==> src/rtl/shape_pkg.sv <==
package shape_pkg;

  typedef logic [11:0] rgb_t;

  localparam rgb_t COL_BLACK  = 12'h000;
  localparam rgb_t COL_YELLOW = 12'hFF0;
  localparam rgb_t COL_BLUE   = 12'h00F;

  // bit positions in the pending-move vector
  localparam int MV_UP   = 0;
  localparam int MV_DN   = 1;
  localparam int MV_LT   = 2;
  localparam int MV_RT   = 3;
  localparam int MV_HOME = 4;
  localparam int MV_N    = 5;

  function automatic int imax(input int a, input int b);
    return (a > b) ? a : b;
  endfunction

endpackage

==> src/rtl/rst_sync.sv <==
module rst_sync (
  input  logic clk,
  input  logic rst_n,
  output logic rst_n_sync
);

  logic [1:0] sync_q;

  always_ff @(posedge clk or negedge rst_n) begin
    if (!rst_n) sync_q <= 2'b00;
    else        sync_q <= {sync_q[0], 1'b1};
  end

  assign rst_n_sync = sync_q[1];

endmodule

==> src/rtl/pos_ctrl.sv <==
module pos_ctrl
  import shape_pkg::*;
#(
  parameter int COORD_W = 10,
  parameter int STEP    = 4,
  parameter int X_MIN   = 10,
  parameter int X_MAX   = 560,
  parameter int Y_MIN   = 15,
  parameter int Y_MAX   = 414,
  parameter int HOME_X  = 280,
  parameter int HOME_Y  = 200
) (
  input  logic               clk,
  input  logic               rst_n,
  input  logic               frame_end,
  input  logic [MV_N-1:0]    mv_req,
  output logic [COORD_W-1:0] ax,
  output logic [COORD_W-1:0] ay
);

  localparam int SW = COORD_W + 2;
  localparam logic signed [SW-1:0] S_STEP  = SW'(STEP);
  localparam logic signed [SW-1:0] S_X_MIN = SW'(X_MIN);
  localparam logic signed [SW-1:0] S_X_MAX = SW'(X_MAX);
  localparam logic signed [SW-1:0] S_Y_MIN = SW'(Y_MIN);
  localparam logic signed [SW-1:0] S_Y_MAX = SW'(Y_MAX);

  logic [MV_N-1:0]    pend_q, pend_d, req_all;
  logic [COORD_W-1:0] ax_q, ax_d, ay_q, ay_d;
  logic               pos_en;
  logic signed [SW-1:0] x_try, y_try;

  function automatic logic [COORD_W-1:0] clamp_c(
    input logic signed [SW-1:0] v,
    input logic signed [SW-1:0] lo,
    input logic signed [SW-1:0] hi);
    logic signed [SW-1:0] r;
    if (v < lo)      r = lo;
    else if (v > hi) r = hi;
    else             r = v;
    return r[COORD_W-1:0];
  endfunction

  assign req_all = pend_q | mv_req;
  assign pos_en  = frame_end;

  always_comb begin
    x_try = $signed({2'b00, ax_q});
    y_try = $signed({2'b00, ay_q});
    if (req_all[MV_RT]) x_try = x_try + S_STEP;
    if (req_all[MV_LT]) x_try = x_try - S_STEP;
    if (req_all[MV_DN]) y_try = y_try + S_STEP;
    if (req_all[MV_UP]) y_try = y_try - S_STEP;
  end

  always_comb begin
    if (frame_end) pend_d = '0;
    else           pend_d = req_all;
    if (req_all[MV_HOME]) begin
      ax_d = COORD_W'(HOME_X);
      ay_d = COORD_W'(HOME_Y);
    end else begin
      ax_d = clamp_c(x_try, S_X_MIN, S_X_MAX);
      ay_d = clamp_c(y_try, S_Y_MIN, S_Y_MAX);
    end
  end

  always_ff @(posedge clk or negedge rst_n) begin
    if (!rst_n) pend_q <= '0;
    else        pend_q <= pend_d;
  end

  always_ff @(posedge clk or negedge rst_n) begin
    if (!rst_n) begin
      ax_q <= COORD_W'(HOME_X);
      ay_q <= COORD_W'(HOME_Y);
    end else if (pos_en) begin
      ax_q <= ax_d;
      ay_q <= ay_d;
    end
  end

  assign ax = ax_q;
  assign ay = ay_q;

  AST_X_BOUNDS: assert property (@(posedge clk) disable iff (!rst_n)
    (ax_q >= COORD_W'(X_MIN)) && (ax_q <= COORD_W'(X_MAX)));
  AST_Y_BOUNDS: assert property (@(posedge clk) disable iff (!rst_n)
    (ay_q >= COORD_W'(Y_MIN)) && (ay_q <= COORD_W'(Y_MAX)));
  AST_HOLD_POS: assert property (@(posedge clk) disable iff (!rst_n)
    !frame_end |=> ($stable(ax_q) && $stable(ay_q)));
  AST_HOME_WINS: assert property (@(posedge clk) disable iff (!rst_n)
    (frame_end && (pend_q[MV_HOME] || mv_req[MV_HOME]))
      |=> (ax_q == COORD_W'(HOME_X)) && (ay_q == COORD_W'(HOME_Y)));
  AST_PEND_CLEAR: assert property (@(posedge clk) disable iff (!rst_n)
    frame_end |=> (pend_q == '0));

endmodule

==> src/rtl/shape_hit.sv <==
module shape_hit #(
  parameter int COORD_W = 10,
  parameter int RECT_W  = 80,
  parameter int RECT_H  = 50,
  parameter int CIRC_R  = 40,
  parameter int OFS_X   = 30,
  parameter int OFS_Y   = 25
) (
  input  logic [COORD_W-1:0] px,
  input  logic [COORD_W-1:0] py,
  input  logic [COORD_W-1:0] ax,
  input  logic [COORD_W-1:0] ay,
  output logic               in_circle,
  output logic               in_rect
);

  localparam int EW = COORD_W + 1;
  localparam int QW = 2 * EW + 1;
  localparam logic [QW-1:0] R_SQ = QW'(CIRC_R * CIRC_R);

  logic [EW-1:0] px_e, py_e, ax_e, ay_e, cx, cy, dx, dy;
  logic [QW-1:0] dist_sq;

  assign px_e = {1'b0, px};
  assign py_e = {1'b0, py};
  assign ax_e = {1'b0, ax};
  assign ay_e = {1'b0, ay};
  assign cx   = ax_e + EW'(OFS_X);
  assign cy   = ay_e + EW'(OFS_Y);
  assign dx   = (px_e >= cx) ? (px_e - cx) : (cx - px_e);
  assign dy   = (py_e >= cy) ? (py_e - cy) : (cy - py_e);
  assign dist_sq = QW'(dx * dx) + QW'(dy * dy);

  assign in_circle = (dist_sq <= R_SQ);
  assign in_rect   = (px_e >= ax_e) && (px_e < ax_e + EW'(RECT_W)) &&
                     (py_e >= ay_e) && (py_e < ay_e + EW'(RECT_H));

endmodule

==> src/rtl/bcd_tally.sv <==
module bcd_tally #(
  parameter int DIGITS = 4
) (
  input  logic              clk,
  input  logic              rst_n,
  input  logic              inc,
  output logic [4*DIGITS-1:0] count
);

  logic [DIGITS:0] carry;
  assign carry[0] = inc;

  for (genvar g = 0; g < DIGITS; g++) begin : g_digit
    logic [3:0] dig_q, dig_d;
    logic       dig_en;

    assign dig_en       = carry[g];
    assign carry[g + 1] = carry[g] && (dig_q == 4'd9);
    assign dig_d        = (dig_q == 4'd9) ? 4'd0 : dig_q + 4'd1;

    always_ff @(posedge clk or negedge rst_n) begin
      if (!rst_n)      dig_q <= 4'd0;
      else if (dig_en) dig_q <= dig_d;
    end

    assign count[4*g +: 4] = dig_q;

    AST_BCD_DIGIT: assert property (@(posedge clk) disable iff (!rst_n)
      dig_q <= 4'd9);
  end

  AST_COUNT_HOLD: assert property (@(posedge clk) disable iff (!rst_n)
    !inc |=> $stable(count));

endmodule

==> src/rtl/shape_renderer.sv <==
module shape_renderer
  import shape_pkg::*;
#(
  parameter int COORD_W = 10,
  parameter int H_RES   = 640,
  parameter int V_RES   = 480,
  parameter int RECT_W  = 80,
  parameter int RECT_H  = 50,
  parameter int CIRC_R  = 40,
  parameter int OFS_X   = 30,
  parameter int OFS_Y   = 25,
  parameter int STEP    = 4,
  parameter int HOME_X  = 280,
  parameter int HOME_Y  = 200,
  parameter int DIGITS  = 4
) (
  input  logic               clk,
  input  logic               rst_n,
  input  logic [COORD_W-1:0] pix_x,
  input  logic [COORD_W-1:0] pix_y,
  input  logic               vid_on,
  input  logic               frame_end,
  input  logic               btn_up,
  input  logic               btn_dn,
  input  logic               btn_lt,
  input  logic               btn_rt,
  input  logic               btn_home,
  output logic [11:0]        rgb,
  output logic [COORD_W-1:0] anchor_x,
  output logic [COORD_W-1:0] anchor_y,
  output logic [4*DIGITS-1:0] reset_count
);

  // extents of the object measured from the anchor
  localparam int LEFT_EXT  = imax(0, CIRC_R - OFS_X);
  localparam int TOP_EXT   = imax(0, CIRC_R - OFS_Y);
  localparam int RIGHT_EXT = imax(RECT_W - 1, OFS_X + CIRC_R);
  localparam int BOT_EXT   = imax(RECT_H - 1, OFS_Y + CIRC_R);
  localparam int X_MIN     = LEFT_EXT;
  localparam int X_MAX     = H_RES - 1 - RIGHT_EXT;
  localparam int Y_MIN     = TOP_EXT;
  localparam int Y_MAX     = V_RES - 1 - BOT_EXT;

  logic            rst_n_s;
  logic [MV_N-1:0] mv_req;
  logic            in_circle, in_rect;
  rgb_t            rgb_d, rgb_q;

  rst_sync u_rst (
    .clk        (clk),
    .rst_n      (rst_n),
    .rst_n_sync (rst_n_s)
  );

  always_comb begin
    mv_req          = '0;
    mv_req[MV_UP]   = btn_up;
    mv_req[MV_DN]   = btn_dn;
    mv_req[MV_LT]   = btn_lt;
    mv_req[MV_RT]   = btn_rt;
    mv_req[MV_HOME] = btn_home;
  end

  pos_ctrl #(
    .COORD_W (COORD_W), .STEP (STEP),
    .X_MIN (X_MIN), .X_MAX (X_MAX), .Y_MIN (Y_MIN), .Y_MAX (Y_MAX),
    .HOME_X (HOME_X), .HOME_Y (HOME_Y)
  ) u_pos (
    .clk       (clk),
    .rst_n     (rst_n_s),
    .frame_end (frame_end),
    .mv_req    (mv_req),
    .ax        (anchor_x),
    .ay        (anchor_y)
  );

  shape_hit #(
    .COORD_W (COORD_W), .RECT_W (RECT_W), .RECT_H (RECT_H),
    .CIRC_R (CIRC_R), .OFS_X (OFS_X), .OFS_Y (OFS_Y)
  ) u_hit (
    .px        (pix_x),
    .py        (pix_y),
    .ax        (anchor_x),
    .ay        (anchor_y),
    .in_circle (in_circle),
    .in_rect   (in_rect)
  );

  bcd_tally #(.DIGITS (DIGITS)) u_tally (
    .clk   (clk),
    .rst_n (rst_n_s),
    .inc   (btn_home),
    .count (reset_count)
  );

  // colour priority: disc over rectangle over background
  always_comb begin
    if (!vid_on)        rgb_d = COL_BLACK;
    else if (in_circle) rgb_d = COL_YELLOW;
    else if (in_rect)   rgb_d = COL_BLUE;
    else                rgb_d = COL_BLACK;
  end

  always_ff @(posedge clk or negedge rst_n_s) begin
    if (!rst_n_s) rgb_q <= COL_BLACK;
    else          rgb_q <= rgb_d;
  end

  assign rgb = rgb_q;

  AST_BLANK_OUT: assert property (@(posedge clk) disable iff (!rst_n_s)
    !vid_on |=> (rgb_q == COL_BLACK));
  AST_DISC_WINS: assert property (@(posedge clk) disable iff (!rst_n_s)
    (vid_on && in_circle) |=> (rgb_q == COL_YELLOW));
  AST_RECT_ONLY: assert property (@(posedge clk) disable iff (!rst_n_s)
    (vid_on && in_rect && !in_circle) |=> (rgb_q == COL_BLUE));
  AST_COLOUR_SET: assert property (@(posedge clk) disable iff (!rst_n_s)
    (rgb_q == COL_BLACK) || (rgb_q == COL_YELLOW) || (rgb_q == COL_BLUE));

endmodule

==> config.mk <==
export PLATFORM = sky130hd
export DESIGN_NAME = shape_renderer
export DESIGN_NICKNAME = d
export VERILOG_FILES = /design/src/rtl/shape_pkg.sv /design/src/rtl/rst_sync.sv /design/src/rtl/pos_ctrl.sv /design/src/rtl/shape_hit.sv /design/src/rtl/bcd_tally.sv /design/src/rtl/shape_renderer.sv
export SDC_FILE = /design/constraint.sdc
export NUM_CORES = 1
export LEC_CHECK = 0
export BUFFER_PORTS_ARGS = -buffer_cell sky130_fd_sc_hd__buf_4
export CORE_MARGIN = 5
export CORE_UTILIZATION = 60
export DETAILED_ROUTE_END_ITERATION = 6
export PLACE_DENSITY = 0.79
export SLEW_MARGIN = 20
export SYNTH_ARGS = -nofsm -noshare
export SYNTH_HDL_FRONTEND = slang
export SYNTH_SLANG_ARGS = --single-unit
==> constraint.sdc <==
create_clock -name clk -period 3.95 [get_ports clk]
set_clock_uncertainty 0.15 [all_clocks]
set_input_delay 0.79 -clock clk [delete_from_list [all_inputs] [get_ports clk]]
set_output_delay 0.79 -clock clk [all_outputs]
set_load 0.02 [all_outputs]
== After elaboration in Yosys (flattened, before gate mapping) ==
Cells that the tools add are included.

* Bits in registers: 55
* Bits in latches: 0
* Memory bits (writable): 0
* ROM bits: 0
* Output and inout bits: 48
* Logic and storage cells: 70
* Memories kept: 0

* $add $sub $neg: 17
* Multiply operators: 2
* Div/mod/pow operators: 0
* Magnitude comparators: 11
* Equal/unequal tests: 4
* Shifts and indexed selects: 0
* Mux-type cells: 20
* Bitwise operators: 1
* Reduce and logical (&&, ||, !) cells: 6

{| class="wikitable"
|+ Operators with widths
! kind !! number
|-
| $mux W12 || 6
|-
| $mux W10 || 6
|-
| $mul A11 B11 Y22 || 2
|-
| $lt A12 B5 Y1 const B || 2
|-
| $sub A12 B4 Y12 const B || 2
|-
| $add A22 B22 Y23 || 1
|-
| $le A23 B11 Y1 const B || 1
|-
| $add A10 B3 Y11 const B || 2
|-
| $add A10 B5 Y11 const B || 2
|-
| $ge A10 B11 Y1 || 2
|-
| $lt A10 B11 Y1 || 2
|-
| $mux W11 || 2
|-
| $sub A10 B11 Y11 || 2
|-
| $sub A11 B10 Y11 || 2
|-
| $ge A10 B10 Y1 || 2
|-
| $mux W4 || 5
|-
| $add A4 B1 Y4 const B || 4
|-
| $eq A4 B4 Y1 const B || 4
|-
| $gt A12 B10 Y1 const B || 1
|-
| $gt A12 B11 Y1 const B || 1
|-
| $add A10 B6 Y11 const B || 1
|-
| $add A10 B7 Y11 const B || 1
|-
| $logic_and A1 B1 Y1 || 6
|-
| $mux W5 || 1
|-
| $or A5 B5 Y5 || 1
|}

== Longest topological paths before layout ==
Gate-level depths: netlist of the first run.

* Depth after elaboration: 8
* Depth in mapped cells: 44
* Depth with buffers taken out: 41

== Modules after synthesis ==
A second synthesis of the first run with hierarchy kept.

* Cells, all modules: 1,625
* Area, all modules: 13,743.2 um^2

{| class="wikitable"
|+ By module, submodules not included
! module !! times used !! cells an instance !! area an instance (um^2)
|-
| shape_hit || 1 || 1,246 || 10,356.2
|-
| pos_ctrl || 1 || 286 || 2,402.3
|-
| bcd_tally || 1 || 76 || 789.5
|-
| shape_renderer || 1 || 14 || 141.4
|-
| rst_sync || 1 || 3 || 53.8
|}

== Least setup slack after synthesis of the first run ==
Ideal clock, no wire load.

* Kind: register to register
* Start: reg u_pos.ay_q[3], in the netlist u_pos.ay[3]
* End: reg rgb_q[3], in the netlist rgb[3]
* Arrival: 9,845 ps
* Data required time: 3,675 ps
* Setup slack: -6,170 ps
* Cell stages (with the launch flop): 40
* Path buffers: 3
* Cells stage by stage: dfstp_2 buf_2 inv_1 ha_1 a211oi_1 nand2b_1 xnor2_1 ha_1 buf_2 o21ai_1 a21oi_1 a221o_1 nor4_4 nor2_2 buf_2 mux2i_1 a31oi_1 mux2i_1 (+4 left out) inv_1 fa_1 fa_1 fa_1 fa_1 inv_1 fa_1 inv_1 ha_1 a21o_1 a21oi_1 o21ai_0 nor3_1 o31ai_1 xor2_1 nor4_1 nand4_1 nor4b_1

* Longest elaborated chain between the ends: 8
* Elaborated cells on any way between the ends: 16

{| class="wikitable"
|+ RTL lines
! what !! RTL line !! RTL
|-
| start: declaration || pos_ctrl.sv:29 || <nowiki>logic [COORD_W-1:0] ax_q, ax_d, ay_q, ay_d;</nowiki>
|-
| start signal: assignment || pos_ctrl.sv:76 || <nowiki>ay_q <= COORD_W'(HOME_Y);</nowiki>
|-
| start signal: assignment || pos_ctrl.sv:79 || <nowiki>ay_q <= ay_d;</nowiki>
|-
| $add A10 B5 Y11 || shape_hit.sv:29 || <nowiki>assign cy = ay_e + EW'(OFS_Y);</nowiki>
|-
| $sub A11 B10 Y11, or another cell as far along || shape_hit.sv:31 || <nowiki>assign dy = (py_e >= cy) ? (py_e - cy) : (cy - py_e);</nowiki>
|-
| $mux W11 || shape_hit.sv:31 ||
|-
| $mul A11 B11 Y22 || shape_hit.sv:32 || <nowiki>assign dist_sq = QW'(dx * dx) + QW'(dy * dy);</nowiki>
|-
| $add A22 B22 Y23 || shape_hit.sv:32 ||
|-
| $le A23 B11 Y1 || shape_hit.sv:34 || <nowiki>assign in_circle = (dist_sq <= R_SQ);</nowiki>
|-
| $mux W12 * || shape_renderer.sv:99 || <nowiki>else if (in_circle) rgb_d = COL_YELLOW;</nowiki>
|-
| $mux W12 * || shape_renderer.sv:98 || <nowiki>if (!vid_on) rgb_d = COL_BLACK;</nowiki>
|-
| end signal: assignment || shape_renderer.sv:106 || <nowiki>else rgb_q <= rgb_d;</nowiki>
|-
| end: declaration || shape_renderer.sv:47 || <nowiki>rgb_t rgb_d, rgb_q;</nowiki>
|}

Mark *: on every way between the ends. The rest lies on a longest branch, timed or not.
A chain may end at the register's enable or synchronous reset.

== Worst setup path after layout of the first run ==
* Start: reg u_pos.ax_q[3], in the netlist u_pos.ax[3]
* End: reg rgb_q[3], in the netlist rgb[3]

* Longest elaborated chain between the ends: 8
* Elaborated cells on any way between the ends: 17

{| class="wikitable"
|+ RTL lines
! what !! RTL line !! RTL
|-
| start: declaration || pos_ctrl.sv:29 ||
|-
| start signal: assignment || pos_ctrl.sv:75 || <nowiki>ax_q <= COORD_W'(HOME_X);</nowiki>
|-
| $add A10 B5 Y11 / $add A10 B7 Y11 (equally long branches) || shape_hit.sv:28, shape_hit.sv:35 ||
|-
| $sub A11 B10 Y11, or another cell as far along || shape_hit.sv:30 || <nowiki>assign dx = (px_e >= cx) ? (px_e - cx) : (cx - px_e);</nowiki>
|-
| $mux W11 / $logic_and A1 B1 Y1 (equally long branches) || shape_hit.sv:30, shape_hit.sv:35 ||
|-
| $mul A11 B11 Y22 / $logic_and A1 B1 Y1 (equally long branches) || shape_hit.sv:32, shape_hit.sv:35 ||
|-
| $add A22 B22 Y23 / $logic_and A1 B1 Y1 (equally long branches) || shape_hit.sv:32, shape_hit.sv:36 ||
|-
| $le A23 B11 Y1 / $mux W4 (equally long branches) || shape_hit.sv:34, shape_renderer.sv:100 ||
|-
| $mux W12 * || shape_renderer.sv:99 ||
|-
| $mux W12 * || shape_renderer.sv:98 ||
|}

Marked as above.

==> reports/qor.yml, run 1 <==
synthAdderAreaFrac: 0.433
slowest_delay_ns: 0.56
final.period_utilization: 2.47
io_pins: 77
cp-start-kind: "flip-flop"
ys_ff_latch: 44
wl_per_cell_um: 17.9
nNetsFinal: 2312
max-cap-violations: 0
layout_commonest_cell: "buf_4"
start_util: 0.604
syn_area_um2: 13100
fin_area_um2: 17300
root_buffer: "clkbuf_16"
core_um2: 21600
ys.flop_type: "dfrtp_1"
reg2reg_setup_slack_ns: -5.80
synth_cell_type_count: 88
setup_tns_ns: -11.59
setup_ws_ns: -5.80
io_buffers: 75
synth-xor-area-share: 0.0608
drive_above_1_share: 0.312
drt-initial-drc-count: 1015
die-area_um2: 24800
netlist_instances: 1546
overflow: 0
grt_pass1_wl_um: 62700
cts_buffer_depth: 2
viasPerCell: 5.74
placed_area_um2: 16600
synth_top_family_by_area: "adder cells"
grt_max_degree: 43
critPathCaptureType: "flip-flop"
hold_viol: 0
hold_buffers: 0
dr.pass1.iters: 7
crit_type: "reg -> reg"
synth_mux_area_frac: 0.0229
gr-usage-all-layers: 0.312
area_growth_pct: 32.4
cp_slowest_cell: "dfstp_2"
worstPathRequired_ns: 3.97
hpwl_um: 31600
cts-buffers-inserted: 5
async_flop_share: 1.00
setup_viol: 2
clock.fmax_ghz: 0.103
rows: 54
grt_antenna_before_repair: 0
nFillCells: 1298
status: "complete, but fails checks"
synthSimpleGateAreaFrac: 0.155
slew_headroom: 0.370
via_count: 12700
synth_compound_area_frac: 0.137
violations: "design-rule violations, negative setup slack"
synth_warnings: 0
slew_violations: 0
cts_tree: "built"
worst_slew_pin_slew_ns: 0.944
mostFrequentLayoutCells: "buf_4, inv_1, fa_1, ha_1, nor2_1"
period_needed_ns: 9.75
path_clk_slew_ns: 0.07
synth_edf_count: 0
place.gp.congestion: 0.942
first_global_vias: 13500
die_h_um: 158
ant_nets: 0
path_max_fanout: 5
wirelength_um: 39700
diodes: 0
rsz0062_at_grt: "yes"
cts_sinks: 44
min_path_type: "in -> async"
drc: 7
htreeDepth: 2
synth-seq-area-share: 0.0848
die_w_um: 158
clock_latency_ns: 0.30
crit_arrival_ns: 9.77
syn_area_per_cell_um2: 8.45
## synth_stat cells, types with 4 or more instances
master | n | area, um2
nor3_1 | 29 | 145
nand2b_1 | 15 | 93.8
nand3_1 | 19 | 95.1
inv_1 | 298 | 1120
dfstp_2 | 6 | 158
and3_1 | 9 | 56.3
mux2i_1 | 16 | 160
buf_4 | 11 | 82.6
mux2_2 | 7 | 78.8
nor2_2 | 9 | 56.3
or3_1 | 8 | 50.1
nand4_1 | 9 | 56.3
o31a_1 | 4 | 35.0
nor2b_1 | 19 | 119
or4_1 | 4 | 30.0
a211oi_1 | 10 | 75.1
o211ai_1 | 9 | 67.6
nand2_1 | 109 | 409
buf_2 | 18 | 90.1
a211o_1 | 5 | 43.8
o2111ai_1 | 4 | 35.0
o22ai_1 | 9 | 56.3
o21bai_1 | 4 | 30.0
o31ai_1 | 5 | 37.5
a31oi_1 | 10 | 62.6
a21oi_1 | 60 | 300
xnor2_1 | 66 | 578
or2_2 | 11 | 68.8
a21o_1 | 24 | 180
dfrtp_1 | 38 | 951
clkbuf_1 | 12 | 45.0
and2_1 | 12 | 75.1
nor2_1 | 132 | 495
o21ai_0 | 70 | 350
o21a_1 | 6 | 45.0
o21ai_1 | 5 | 25.0
fa_1 | 169 | 3380
nor3b_1 | 7 | 52.6
xor2_1 | 21 | 184
inv_2 | 5 | 18.8
nor4_1 | 8 | 50.1
ha_1 | 182 | 2280
a22oi_1 | 4 | 30.0
## repair_timing
item | in CTS | in global routing
resized for setup | 23 | 58
setup endpoints to repair | 2 | 2
pin swaps | 49 | 56
buffers inserted | 19 | 7
## worst max-delay path, delay by kind of cell (launching register included)
family / cells / cell delay, ns
AOI/OAI and AO/OA: 11 / 2.34
xor gates and xnor gates: 2 / 0.27
adders and majority gates: 10 / 3.83
buffers and inverters: 10 / 0.90
DFF: 1 / 0.56
muxes: 1 / 0.35
and+or+nand+nor: 9 / 1.18
## through the flow
| stage | setup WS [ns] | cells | utilization | hold WS [ns] |
|---|---|---|---|---|
| global placement | -5.70 | 2179 | 0.767 | 0.194 |
| detailed placement | -5.97 | 2179 | 0.767 | 0.197 |
| floorplan | -5.41 | 1548 | - | 0.181 |
| finish | -5.80 | 2213 | 0.800 | 0.112 |
| CTS | -5.73 | 2206 | 0.786 | 0.112 |
| global route | -6.11 | 2213 | 0.800 | 0.107 |
## state kept, by name, summed over array words and instances (netlist names)
name,flops
u_pos.ay,10
u_rst.sync_q,2
rgb,2
u_pos.ax,9
u_tally.g_digit.dig_q,16
u_pos.pend_q,5
## cell type report
cell class | count | area (um2) | share of cell area
Sequential cell | 44 | 1110 | 0.0644
Inverter | 306 | 1160 | 0.0671
Clock inverter | 3 | 46.3 | 0.00268
Timing Repair Buffer | 420 | 3180 | 0.184
Multi-Input combinational cell | 1155 | 11300 | 0.655
Tap cell | 280 | 350 | 0.0203
Clock buffer | 5 | 125 | 0.00723
## metal layers
metal | track usage | share of wire
met1 | 0.350 | 0.37
met2 | 0.576 | 0.51
met3 | 0.0298 | 0.048
met4 | 0.177 | 0.067
met5 | 0 | 0
## cell families after synthesis
family	Yosys count
simple gates	418
fa+ha+maj	351
buf+inv	349
compound gates	266
xor+xnor	89
flops	44
mux	27
other cells	2
## path summary, 6_finish.rpt
path                            startpoint              end  cells past startpoint
setup / recovery               u_pos.ax[3]           rgb[3]                     43
hold / removal                       rst_n  u_rst.sync_q[1]                      1
setup reg to reg               u_pos.ax[3]           rgb[3]                     43
hold reg to reg            u_rst.sync_q[0]  u_rst.sync_q[1]                      0
max in group asynchronous  u_rst.sync_q[1]      u_pos.ax[1]                      0
min in group clk           u_rst.sync_q[0]  u_rst.sync_q[1]                      0
Power of run 1 is not shown: default switching activity piles up to over one toggle a cycle in this logic, so the estimate is an artifact.
==> inputs of run 2 (changes only) <==
Settings changed: SYNTH_HIERARCHICAL from default to 1.
==> reports/qor.yml, run 2 <==
rr_startpoint: "u_pos/ax[4]"
path_common_cell: "fa_1"
rsz0062_at_grt: "yes"
die_w_um: 161  # +2.4%
crit_type: "reg -> reg"
root_buffer: "clkbuf_16"
syn_nets: 2000
syn_area_per_cell_um2: 8.46  # about the same
diodes: 0  # unchanged
slowest_delay_ns: 0.60  # +0.04 ns
die-area_um2: 26000  # +4.8%
slew_violations: 0  # unchanged
drt-initial-drc-count: 844  # -17%
gr-usage-all-layers: 0.296  # -0.0154
area_growth_pct: 29.7
via_count: 13200  # +4.3%
dpl_worst_slack_ns: -5.82  # +0.154 ns
ant_nets: 0  # unchanged
clock_latency_ns: 0.29  # about the same
min_path_type: "reg -> async"
worstPathRequired_ns: 3.97  # about the same
critPathCaptureType: "flip-flop"
grt_max_degree: 43  # unchanged
ys.flop_type: "dfrtp_1"
io_pins: 77  # unchanged
path_max_fanout: 7  # +2
final.period_utilization: 2.41  # -0.0617
wl_per_cell_um: 17.0  # -5.4%
grt_antenna_before_repair: 0  # unchanged
path_clk_slew_ns: 0.07  # about the same
cts_sinks: 44  # unchanged
io_buffers: 75  # unchanged
drc: 0  # -7
ys_top_cells_by_area: "fa_1, ha_1, inv_1"
top_register: "u_tally/g_digit.dig_q"
fin_hold_ws_ns: 0.000938  # -0.111 ns
layout_commonest_cell: "buf_4"
cts_buffer_depth: 2  # unchanged
grt_pass1_wl_um: 64800  # +3.4%
dr.pass1.iters: 6  # -1
start_util: 0.609  # +0.00453
wirelength_um: 38800  # -2.2%
synth_edf_count: 0  # unchanged
place.gp.congestion: 0.948  # +0.65%
netlist_instances: 1625  # +5.1%
yosysMostFrequentCell: "inv_1"
drive_above_1_share: 0.317  # +0.00437
ys_ff_latch: 44  # unchanged
final_core_utilization: 0.790  # -0.0106
max-cap-violations: 0  # unchanged
crit_start: "u_pos/ax[4]"
cts_tree: "built"
cp-start-kind: "flip-flop"
overflow: 0  # unchanged
rows: 55  # +1.9%
synth_warnings: 6  # +6
crit_arrival_ns: 9.53  # -0.24 ns
mostFrequentLayoutCells: "buf_4, inv_1, ha_1, fa_1, nor2_1"
synth_cell_type_count: 111  # +26%
cts-buffers-inserted: 5  # unchanged
largest_reg_flops: 16  # unchanged
synth-seq-area-share: 0.0807  # -0.00418
viasPerCell: 5.79  # +0.93%
violations: "negative setup slack"
core_um2: 22600  # +4.4%
ys_top_cells_by_count: "inv_1, ha_1, fa_1"
yosysTopAreaCellShare: 0.246  # -0.0128
hpwl_um: 31700  # +0.26%
hold_viol: 0  # unchanged
clock.fmax_ghz: 0.105  # +2.6%
async_flop_share: 1.00  # unchanged
hold_buffers: 0  # unchanged
nNetsFinal: 2375  # +2.7%
cp_slowest_cell: "dfstp_2"
syn_area_um2: 13700  # +5.2%
die_h_um: 161  # +2.4%
setup_tns_ns: -11.01  # +0.579 ns
slew_headroom: 0.543  # +0.172
setup_ws_ns: -5.56  # +0.244 ns
status: "complete, but fails checks"
synth_area_leader_cell: "fa_1"
worst_slew_pin_slew_ns: 0.683  # -0.262 ns
setup_viol: 2  # unchanged
first_global_vias: 13800  # +2.5%
period_needed_ns: 9.51  # -0.244 ns
htreeDepth: 2  # unchanged
## run 2: changes by cell type after synthesis, moves of 9 or more
cell     delta
nor2_2      -9
nor2_1     +14
nor3_1     +10
nand2_1    -19
xnor2_1    -15
## run 2: final cells by class
class                           instances  area, um2
Multi-Input combinational cell       1224      11800
Tap cell                              285        357
Inverter                              303       1140
Clock buffer                            5        125
Clock inverter                          3       46.3
Fill cell                            1440       4750
Timing Repair Buffer                  422       3190
Sequential cell                        44       1120
## run 2: timing repair
action,in CTS,in global routing
pin swaps,83,32
setup buffers,19,6
gates cloned,0,0
resized for setup,68,35
endpoints found under the setup margin,2,2
## run 2: cell families (layout without fill, tap and decap cells)
group	Yosys count	count (layout)	synth area share
AO/OA/AOI/OAI	315	315	0.162
XOR/XNOR	75	75	0.0519
adder cells (fa/ha/maj)	346	346	0.407
buffers and inverters	357	733	0.106
flip-flops	44	44	0.0807
multiplexers	26	26	0.0204
other	2	2	0.000546
AND/OR/NAND/NOR	460	460	0.171
## run 2: worst paths after layout
path                       slack [ns]  depth (start not counted)               to
max in group asynchronous        3.10                          1      u_pos/ay[6]
max reg2reg                     -5.56                         39           rgb[3]
min in group clk                 0.21                          0  u_rst/sync_q[1]
max                             -5.56                         39           rgb[3]
min reg2reg                    0.0009                          0  u_pos/pend_q[4]
min                            0.0009                          0  u_pos/pend_q[4]
## run 2: metrics by stage
| stage | std cells | area (um2) |
|---|---|---|
| global placement | 2253 | 17000 |
| detailed placement | 2253 | 17000 |
| CTS | 2279 | 17600 |
| global route | 2286 | 17800 |
| floorplan | 1625 | 14000 |
| finish | 2286 | 17800 |
## run 2: per-layer routing
| layer | up-vias | GRT usage | share of wire |
|---|---|---|---|
| met3 | 130 | 0.0314 | 0.060 |
| met5 | - | 0 | 0 |
| met2 | 547 | 0.534 | 0.51 |
| met1 | 6392 | 0.375 | 0.40 |
| met4 | 0 | 0.0892 | 0.031 |
| li1 | 6163 | - | - |
## run 2: worst max-delay path: cells and delay by family, from the launching register on
kind	cells	cell delay (ns)
AOI/OAI and AO/OA	9	1.71
xor gates and xnor gates	1	0.15
adders and majority gates	10	3.91
buffers and inverters	10	1.04
DFF	1	0.60
and+or+nand+nor	9	1.83
Power of run 2 is left out for the same reason.
